**src/rtl/tws_pkg.sv**
```systemverilog
package tws_pkg;
  typedef enum logic [2:0] {
    PH_IDLE = 3'd0,
    PH_DEV  = 3'd1,
    PH_AHI  = 3'd2,
    PH_ALO  = 3'd3,
    PH_WR   = 3'd4,
    PH_RD   = 3'd5,
    PH_IGN  = 3'd6
  } phase_e;

  localparam int BYTE_W   = 8;
  localparam int WORD_W   = 32;
  localparam int WORD_BYT = WORD_W / BYTE_W;
  localparam int RADDR_W  = 16;
  localparam logic [3:0] BIT_ACK  = 4'd8;
  localparam logic [3:0] BIT_DONE = 4'd9;
endpackage

```
**src/rtl/tws_rst_sync.sv**
```systemverilog
module tws_rst_sync #(
  parameter int STAGES = 2
) (
  input  logic clk,
  input  logic rst_n,
  output logic rst_sn
);
  logic [STAGES-1:0] chain_q;

  always_ff @(posedge clk or negedge rst_n) begin
    if (!rst_n) chain_q <= '0;
    else        chain_q <= {chain_q[STAGES-2:0], 1'b1};
  end

  assign rst_sn = chain_q[STAGES-1];
endmodule

```
**src/rtl/tws_in_sync.sv**
```systemverilog
module tws_in_sync #(
  parameter int STAGES = 2
) (
  input  logic clk,
  input  logic rst_sn,
  input  logic scl_i,
  input  logic sda_i,
  output logic scl_s,
  output logic sda_s,
  output logic scl_rise,
  output logic scl_fall,
  output logic start_evt,
  output logic stop_evt
);
  localparam int LINES = 2;

  logic [LINES-1:0] raw;
  logic [STAGES:0]  chain_q [LINES];
  logic [LINES-1:0] cur, prev;

  assign raw = {scl_i, sda_i};

  for (genvar g = 0; g < LINES; g++) begin : g_line
    always_ff @(posedge clk or negedge rst_sn) begin
      if (!rst_sn) chain_q[g] <= '1;
      else         chain_q[g] <= {chain_q[g][STAGES-1:0], raw[g]};
    end
    assign cur[g]  = chain_q[g][STAGES-1];
    assign prev[g] = chain_q[g][STAGES];
  end

  assign scl_s     = cur[1];
  assign sda_s     = cur[0];
  assign scl_rise  = cur[1] & ~prev[1];
  assign scl_fall  = ~cur[1] & prev[1];
  assign start_evt = cur[1] & prev[1] & ~cur[0] & prev[0];
  assign stop_evt  = cur[1] & prev[1] & cur[0] & ~prev[0];
endmodule

```
**src/rtl/tws_regfile.sv**
```systemverilog
module tws_regfile #(
  parameter int NUM_REGS = 8,
  parameter int DATA_W   = 32,
  localparam int IDX_W   = (NUM_REGS > 1) ? $clog2(NUM_REGS) : 1,
  localparam int HALF_W  = DATA_W / 2
) (
  input  logic              clk,
  input  logic              rst_sn,
  input  logic              we_lo,
  input  logic              we_hi,
  input  logic [IDX_W-1:0]  wr_idx,
  input  logic [DATA_W-1:0] wdata,
  input  logic [IDX_W-1:0]  rd_idx,
  output logic [DATA_W-1:0] rdata
);
  logic [DATA_W-1:0] mem_q [NUM_REGS];

  for (genvar e = 0; e < NUM_REGS; e++) begin : g_ent
    logic sel, lo_en, hi_en;
    assign sel   = (wr_idx == IDX_W'(e));
    assign lo_en = we_lo & sel;
    assign hi_en = we_hi & sel;

    always_ff @(posedge clk or negedge rst_sn) begin
      if (!rst_sn) begin
        mem_q[e] <= '0;
      end else begin
        if (lo_en) mem_q[e][HALF_W-1:0]      <= wdata[HALF_W-1:0];
        if (hi_en) mem_q[e][DATA_W-1:HALF_W] <= wdata[DATA_W-1:HALF_W];
      end
    end
  end

  assign rdata = mem_q[rd_idx];
endmodule

```
**src/rtl/tws_slave.sv**
```systemverilog
module tws_slave
  import tws_pkg::*;
#(
  parameter logic [6:0] DEV_ADDR    = 7'b1010100,
  parameter int         NUM_REGS    = 8,
  parameter int         SYNC_STAGES = 2,
  localparam int        IDX_W       = (NUM_REGS > 1) ? $clog2(NUM_REGS) : 1
) (
  input  logic clk,
  input  logic rst_n,
  input  logic scl_i,
  input  logic sda_i,
  output logic sda_oe_o
);
  logic rst_sn;
  logic scl_s, sda_s, scl_rise, scl_fall, start_evt, stop_evt;

  tws_rst_sync #(.STAGES(SYNC_STAGES)) u_rst (
    .clk(clk), .rst_n(rst_n), .rst_sn(rst_sn)
  );

  tws_in_sync #(.STAGES(SYNC_STAGES)) u_sync (
    .clk(clk), .rst_sn(rst_sn), .scl_i(scl_i), .sda_i(sda_i),
    .scl_s(scl_s), .sda_s(sda_s), .scl_rise(scl_rise), .scl_fall(scl_fall),
    .start_evt(start_evt), .stop_evt(stop_evt)
  );

  phase_e                         phase_q, phase_n;
  logic [3:0]                     bit_q, bit_n;
  logic [BYTE_W-1:0]              shreg_q, shreg_n;
  logic [RADDR_W-1:0]             addr_q, addr_n;
  logic [1:0]                     bidx_q, bidx_n;
  logic                           rw_q, rw_n;
  logic                           mack_q, mack_n;
  logic                           oe_q, oe_n;
  logic [WORD_BYT-1:0][BYTE_W-1:0] wbuf_q, wbuf_n;
  logic                           we_lo, we_hi;
  logic [WORD_W-1:0]              rdata;
  logic [BYTE_W-1:0]              rd_cur, rd_nxt;

  tws_regfile #(.NUM_REGS(NUM_REGS), .DATA_W(WORD_W)) u_regs (
    .clk(clk), .rst_sn(rst_sn), .we_lo(we_lo), .we_hi(we_hi),
    .wr_idx(addr_q[IDX_W-1:0]), .wdata(wbuf_q),
    .rd_idx(addr_q[IDX_W-1:0]), .rdata(rdata)
  );

  function automatic logic [BYTE_W-1:0] pick(input logic [WORD_W-1:0] w,
                                             input logic [1:0] k);
    return w[BYTE_W*k +: BYTE_W];
  endfunction

  assign rd_cur = pick(rdata, 2'd0);
  assign rd_nxt = pick(rdata, bidx_q + 2'd1);

  always_comb begin
    phase_n = phase_q;
    bit_n   = bit_q;
    shreg_n = shreg_q;
    addr_n  = addr_q;
    bidx_n  = bidx_q;
    rw_n    = rw_q;
    mack_n  = mack_q;
    oe_n    = oe_q;
    wbuf_n  = wbuf_q;
    we_lo   = 1'b0;
    we_hi   = 1'b0;

    if (start_evt) begin
      phase_n = PH_DEV;
      bit_n   = '0;
      oe_n    = 1'b0;
    end else if (stop_evt) begin
      phase_n = PH_IDLE;
      bit_n   = '0;
      oe_n    = 1'b0;
    end else begin
      unique case (phase_q)
        PH_DEV, PH_AHI, PH_ALO, PH_WR: begin
          if (scl_rise) begin
            if (bit_q < BIT_ACK) shreg_n = {shreg_q[BYTE_W-2:0], sda_s};
            bit_n = bit_q + 4'd1;
          end else if (scl_fall && bit_q == BIT_ACK) begin
            oe_n = 1'b1;
            unique case (phase_q)
              PH_DEV: begin
                if (shreg_q[7:1] == DEV_ADDR) rw_n = shreg_q[0];
                else begin
                  oe_n    = 1'b0;
                  phase_n = PH_IGN;
                end
              end
              PH_AHI:  addr_n[15:8]     = shreg_q;
              PH_ALO:  addr_n[7:0]      = shreg_q;
              default: wbuf_n[bidx_q]   = shreg_q;
            endcase
          end else if (scl_fall && bit_q == BIT_DONE) begin
            oe_n  = 1'b0;
            bit_n = '0;
            unique case (phase_q)
              PH_DEV: begin
                if (rw_q) begin
                  phase_n = PH_RD;
                  bidx_n  = 2'd0;
                  shreg_n = rd_cur;
                  oe_n    = ~rd_cur[BYTE_W-1];
                end else begin
                  phase_n = PH_AHI;
                end
              end
              PH_AHI: phase_n = PH_ALO;
              PH_ALO: begin
                phase_n = PH_WR;
                bidx_n  = 2'd0;
              end
              default: begin
                we_lo  = (bidx_q == 2'd1);
                we_hi  = (bidx_q == 2'd3);
                bidx_n = bidx_q + 2'd1;
              end
            endcase
          end
        end
        PH_RD: begin
          if (scl_rise) begin
            if (bit_q == BIT_ACK) mack_n = ~sda_s;
            bit_n = bit_q + 4'd1;
          end else if (scl_fall) begin
            if (bit_q == BIT_ACK) begin
              oe_n = 1'b0;
            end else if (bit_q == BIT_DONE) begin
              bit_n = '0;
              if (mack_q) begin
                bidx_n  = bidx_q + 2'd1;
                shreg_n = rd_nxt;
                oe_n    = ~rd_nxt[BYTE_W-1];
              end else begin
                phase_n = PH_IGN;
                oe_n    = 1'b0;
              end
            end else if (bit_q != 4'd0) begin
              shreg_n = {shreg_q[BYTE_W-2:0], 1'b0};
              oe_n    = ~shreg_q[BYTE_W-2];
            end
          end
        end
        default: ;
      endcase
    end
  end

  always_ff @(posedge clk or negedge rst_sn) begin
    if (!rst_sn) begin
      phase_q <= PH_IDLE;
      bit_q   <= '0;
      shreg_q <= '0;
      addr_q  <= '0;
      bidx_q  <= '0;
      rw_q    <= 1'b0;
      mack_q  <= 1'b0;
      oe_q    <= 1'b0;
      wbuf_q  <= '0;
    end else begin
      phase_q <= phase_n;
      bit_q   <= bit_n;
      shreg_q <= shreg_n;
      addr_q  <= addr_n;
      bidx_q  <= bidx_n;
      rw_q    <= rw_n;
      mack_q  <= mack_n;
      oe_q    <= oe_n;
      wbuf_q  <= wbuf_n;
    end
  end

  assign sda_oe_o = oe_q;
endmodule

```
**config.mk**
```make
export PLATFORM = sky130hd
export DESIGN_NAME = tws_slave
export DESIGN_NICKNAME = d
export VERILOG_FILES = /design/src/rtl/tws_pkg.sv /design/src/rtl/tws_rst_sync.sv /design/src/rtl/tws_in_sync.sv /design/src/rtl/tws_regfile.sv /design/src/rtl/tws_slave.sv
export SDC_FILE = /design/constraint.sdc
export NUM_CORES = 1
export LEC_CHECK = 0
export ABC_AREA = 1
export ABC_CLOCK_PERIOD_IN_PS = 16300
export CAP_MARGIN = 20
export CORE_MARGIN = 2
export CORE_UTILIZATION = 32
export CTS_BUF_LIST = sky130_fd_sc_hd__clkbuf_4
export CTS_CLUSTER_SIZE = 20
export DETAILED_ROUTE_END_ITERATION = 8
export SLEW_MARGIN = 10
export SYNTH_ARGS = -nofsm -noshare
export SYNTH_HDL_FRONTEND = slang
export SYNTH_SLANG_ARGS = --single-unit
```
**constraint.sdc**
```tcl
create_clock -name clk -period 16.3 [get_ports clk]
set_input_delay 4.075 -clock clk [delete_from_list [all_inputs] [get_ports clk]]
set_output_delay 4.075 -clock clk [all_outputs]
set_load 0.02 [all_outputs]
```
-- Yosys cells after proc, flatten, opt, wreduce, memory -nomap -nowiden
Cells that the tools add are included.
- add/subtract/negate cells: 2
- equal/unequal tests: 50
- bitwise logic cells: 35
- reductions and logical operators: 18
- multiplexer cells: 85
- shift-type cells: 1
- magnitude comparators: 4
- operators by type and width (cell ; number):
    8-bit two-way mux ; 13
    32-bit binary-select mux with 3-bit select ; 1
    32-bit two-way mux ; 2
    5-bit != test, second input constant ; 8
    3-bit two-way mux ; 13
    4-bit two-way mux ; 9
    32-bit bitwise mux ; 1
    32-bit by 6-bit variable part select with 8-bit output ; 1
    1-bit two-way mux ; 29
    13-bit AND reduction ; 2
    3-bit != test, second input constant ; 8
    4-bit != test, second input constant ; 6
    6-bit AND reduction ; 4
    1-bit AND ; 23
    3-bit == test, second input constant ; 6
    2-bit two-way mux ; 9
    2-bit != test, second input constant ; 9
    8-bit demux with 2-bit select ; 1
    8-bit one-hot mux with 2 select lines ; 1
    3-bit by 2-bit == test with 1-bit output, second input constant ; 4
    6-bit != test, second input constant ; 2
    1-bit inverter ; 11
    11-bit AND reduction ; 1
    3-bit one-hot mux with 3 select lines ; 1
    25 further kinds ; 30
- logic and storage cells: 226
- input port bits: 4
- bits in registers: 319
- output and inout port bits: 1

-- Logic depth before layout (Yosys ltp)
- word-level depth: 14
- depth in mapped cells: 13
- mapped depth without buffers: 12

-- Hierarchy
Synthesis repeated with hierarchy kept, for this count alone.
- cells, all modules: 2248
- area total of the unflattened synthesis: 16283.1 µm²
- by module, submodules not included (module ; instances ; sequential area each (µm²) ; cells an instance ; area an instance (µm²)):
    tws_regfile ; 1 ; 6406.1 ; 1727 ; 12529.5
    tws_slave ; 1 ; 1376.3 ; 501 ; 3500.9
    tws_in_sync ; 1 ; 157.7 ; 17 ; 198.9
    tws_rst_sync ; 1 ; 50.0 ; 3 ; 53.8

-- Worst setup path before layout
No wires, ideal clock.
- path type: register -> output
- from: reg oe_q, in the netlist sda_oe_o
- to: out sda_oe_o
- arrival time: 0.425 ns
- path buffers: 0
- setup slack: 11.800 ns
- data required time: 12.225 ns
- stages on the path, launching flop included: 1
- cells stage by stage: dfrtp_1
- RTL lines (item ; line ; RTL):
    from (decl) ; tws_slave.sv:35 ; logic oe_q, oe_n;
    from (signal assigned) ; tws_slave.sv:170 ; oe_q <= oe_n;
    to (decl) ; tws_slave.sv:13 ; output logic sda_oe_o
No word-level cell between the ends.

-- Final worst setup path
- from: reg oe_q, in the netlist sda_oe_o
- to: out sda_oe_o
No word-level cell between the ends.

==> results.txt <==
The number of hold-slack violations in the final timing report came out at 0. The last weighted congestion value of the routability-driven placer came out at 0.832. The critical path's largest stage delay is 0.61 ns. In this run the tightest slew margin relative to its limit is 34.0%. The initial utilization of the core area, before any placement, comes to 32.4%. The final critical-path setup slack is 10.50 ns. The run finished with clean final reports. The timing-limited maximum frequency came out at approximately 170 MHz.

Post-CTS timing repair inserted 0 buffers for setup. The mean instance size in the synthesized netlist came out at 8.68 sq um. The cell count after synthesis is about 1,700. The max capacitance violation total came out at 0. The Yosys step of the flow raised 0 warnings.

The initial antenna violation count is 1. The shortest period the worst path allows came out at 5.80 ns. The final setup skew is 0.0584 ns.

The critical path in this run is classified as flop to output pin. For this design the ratio of total power to cell area is 114 nW/um^2. The quantity of gates resized following cts came out at 0. In this run the critical register-to-register path is launched from bidx_q[0]$_DFFE_PN0P_. The count of cells along the worst hold path is 0.

5 I/O pins were placed. The peak fanout along the critical path is 2. Compared with the post-synthesis result, the final layout area differs by 8.87%.

The register clock-pin slew on the reported worst setup and hold paths came out at 0.06 ns. Buffers placed on the I/O ports in this run total 4. The leftover overflow at the end of global routing came out at 0. The deepest level of the CTS H-tree is 3. The die height is 221 um. The final-report max-slew violation count is 0. The share of layout cells above drive strength 1 is 13.3%.

The via count of the first global-routing pass is 11,700. The detail-routed net length per standard cell came out at 16.6 um. The largest net degree at the start of global routing came out at 74.

The number of buffers and inverters on the critical path is 1. The dominant register cell in the synthesized netlist is sky130_fd_sc_hd__dfrtp_1. The aggregate global-route resource usage came out at 17.1%.

The count of cell types in the netlist came out at 39. The violation count after the first detailed-route iteration is around 1,300. The worst reg2reg path endpoint is shreg_q[5]$_DFFE_PN0P_. The number of buffers on the longest clock path came out at 3. The CTS sink count is 319. The register-to-register path setup slack came out at between 10 and 15 ns. The detailed-route vias per instance came out at 5.03. After detailed routing, the number of remaining DRC violations is 0.

The commonest non-fill, non-tap cell in the layout is sky130_fd_sc_hd__nand2_1. The type of element capturing the critical path is an output pin. After synthesis, the largest area contributor takes up a little over half of total cell area. Summing every instance area after synthesis gives 15,000 sq um.

Ranked by total cell area, the synthesized netlist is headed by sky130_fd_sc_hd__dfrtp_1 52%, sky130_fd_sc_hd__nand2_1 13%, sky130_fd_sc_hd__o21ai_1 7.3%. Setup repair after global routing left no endpoint under its margin. The remaining antenna violation count is 0. The net count of the mapped netlist came out at roughly 1,700. The largest voltage drop on the vdd net came out at 52.3 uV.

Sequential elements use 53.2% of the synthesized area. The total number of vias came out at 12,200. The number of clock buffers inserted by TritonCTS is 87. The first detailed-routing pass ran for 6 iterations. At the worst endpoint, the required time is 12.23 ns.

The launching element type of the critical path is a flop. The die span in x came out at ~220 um. The cell at the root of the clock tree is sky130_fd_sc_hd__clkbuf_4. The critical path data arrival time came out at about 1.7 ns.

The number of standard-cell rows in the floorplan came out at 79. The global-route wire length before repair is 64,900 um. The largest individual stage delay along the critical path comes from the cell sky130_fd_sc_hd__clkdlybuf4s50_1.

The total negative slack for setup checks is 0 ns. The class of the most critical hold timing path is flop to flop. TritonCTS built the clock tree. The setup slack at placement is 11.29 ns. The period utilization is 35.6%.

The leakage power is between 0.007 and 0.008 uW. In the layout the commonest cells are 537 x sky130_fd_sc_hd__nand2_1, 312 x sky130_fd_sc_hd__dfrtp_1, 218 x sky130_fd_sc_hd__o21ai_1. The area of the core is 46,500 sq um. For hold timing, the worst endpoint is u_rst.chain_q[1]$_DFF_PN0_.

Final hold analysis gives a worst-case slack of 0.353 ns. The floorplan step defined a die boundary enclosing 48,700 sq um. The number of flops mapped to enable cells by yosys came out at 0. The post-cts hold buffer count is 0. The hold path startpoint is u_rst.chain_q[0]$_DFF_PN0_.

The critical path goes through clkdlybuf4s50_1. The routed wire length is 40,200 um. The later-pin clock latency in the skew report is 0.77 ns.

The kind of cell with the highest combined delay along the critical path is buffers and inverters. Setup violations remaining at the end of the flow were counted as 0. The dominant cell type by area after synthesis is sky130_fd_sc_hd__dfrtp_1.

In the final design database the tool counted 1,759 nets. The path depth of the worst reg2reg path came out at 8. In this run, synthesis produced a sequential element count of 319. The async set-reset flop share out of synthesis came out at 100%.

The sum of net half-perimeters after detailed placement is 23,400 um. The transition time at the pin with the least slew margin is 0.989 ns.
[report_power, final]
part	switching, uW	internal (uW)	total, uW
clock network	339	416	755
registers	24.7	813	838
logic	207	67.4	274
total	571	1300	1870
[how the worst max path moves through the flow]
stage	cells after the start	start	endpoint
4_1_cts	1	sda_oe_o$_DFFE_PN0P_	sda_oe_o
6_report	1	sda_oe_o$_DFFE_PN0P_	sda_oe_o
3_5_place_dp	1	sda_oe_o$_DFFE_PN0P_	sda_oe_o
3_3_place_gp	1	sda_oe_o$_DFFE_PN0P_	sda_oe_o
2_1_floorplan	0	u_rst.chain_q[1]$_DFF_PN0_	addr_q[0]$_DFFE_PN0P_
5_1_grt	1	sda_oe_o$_DFFE_PN0P_	sda_oe_o
[sequential cells by signal, summed over array words and instances (netlist names), 2 cells and up]
| signal | flops |
|---|---|
| addr_q | 3 |
| bidx_q | 2 |
| bit_q | 4 |
| phase_q | 3 |
| shreg_q | 8 |
| u_regs.mem_q | 256 |
| u_rst.chain_q | 2 |
| u_sync.chain_q | 4 |
| wbuf_q | 32 |
[synth_stat cells, drive strengths merged (4+ instances only)]
| cell | number |
|---|---|
| clkinv | 4 |
| nand2 | 555 |
| clkbuf | 18 |
| buf | 75 |
| dfrtp | 313 |
| nor2 | 80 |
| nand3 | 88 |
| nor3 | 4 |
| a21boi | 5 |
| dfstp | 6 |
| a21oi | 65 |
| ha | 10 |
| a22oi | 25 |
| a31oi | 4 |
| inv | 107 |
| nand4 | 49 |
| o21ai | 311 |
[layout make-up]
class                           count  area [sq um]
Multi-Input combinational cell   1209          5880
Clock buffer                      139          1040
Tap cell                          607           759
Antenna cell                        2          5.00
Clock inverter                     19           128
Inverter                          111           417
Sequential cell                   319          7990
Fill cell                        4815         30100
Timing Repair Buffer               17           138
[cells by family (layout without fill, tap and decap cells)]
kind of cell	Yosys count	count (layout)	synth area share (%)
compound gates	416	416	15.5
fa+ha+maj	10	10	0.832
buf+inv	204	286	7.86
flops	319	319	53.2
other cells	1	3	0.0249
simple gates	782	782	22.6
[per-layer routing]
metal  up-vias  track usage, %  part of all wire, %
met5         -               0                    0
met4         0            7.09                  2.6
met3        67            3.23                  6.9
met2       427            27.3                   46
met1      5870            22.9                   44
li1       5826               -                    -
[through the flow]
stage	std cells	utilization, %	power (uW)	instance area (sq um)
detailed placement	2263	32.7	1120	15200
finish	2423	35.2	1870	16400
floorplan	1732	-	1020	15000
CTS	2421	35.2	1890	16400
global placement	2263	32.7	1120	15200
global route	2423	35.2	1960	16400
No activity file was read; power rests on OpenSTA's default activity.
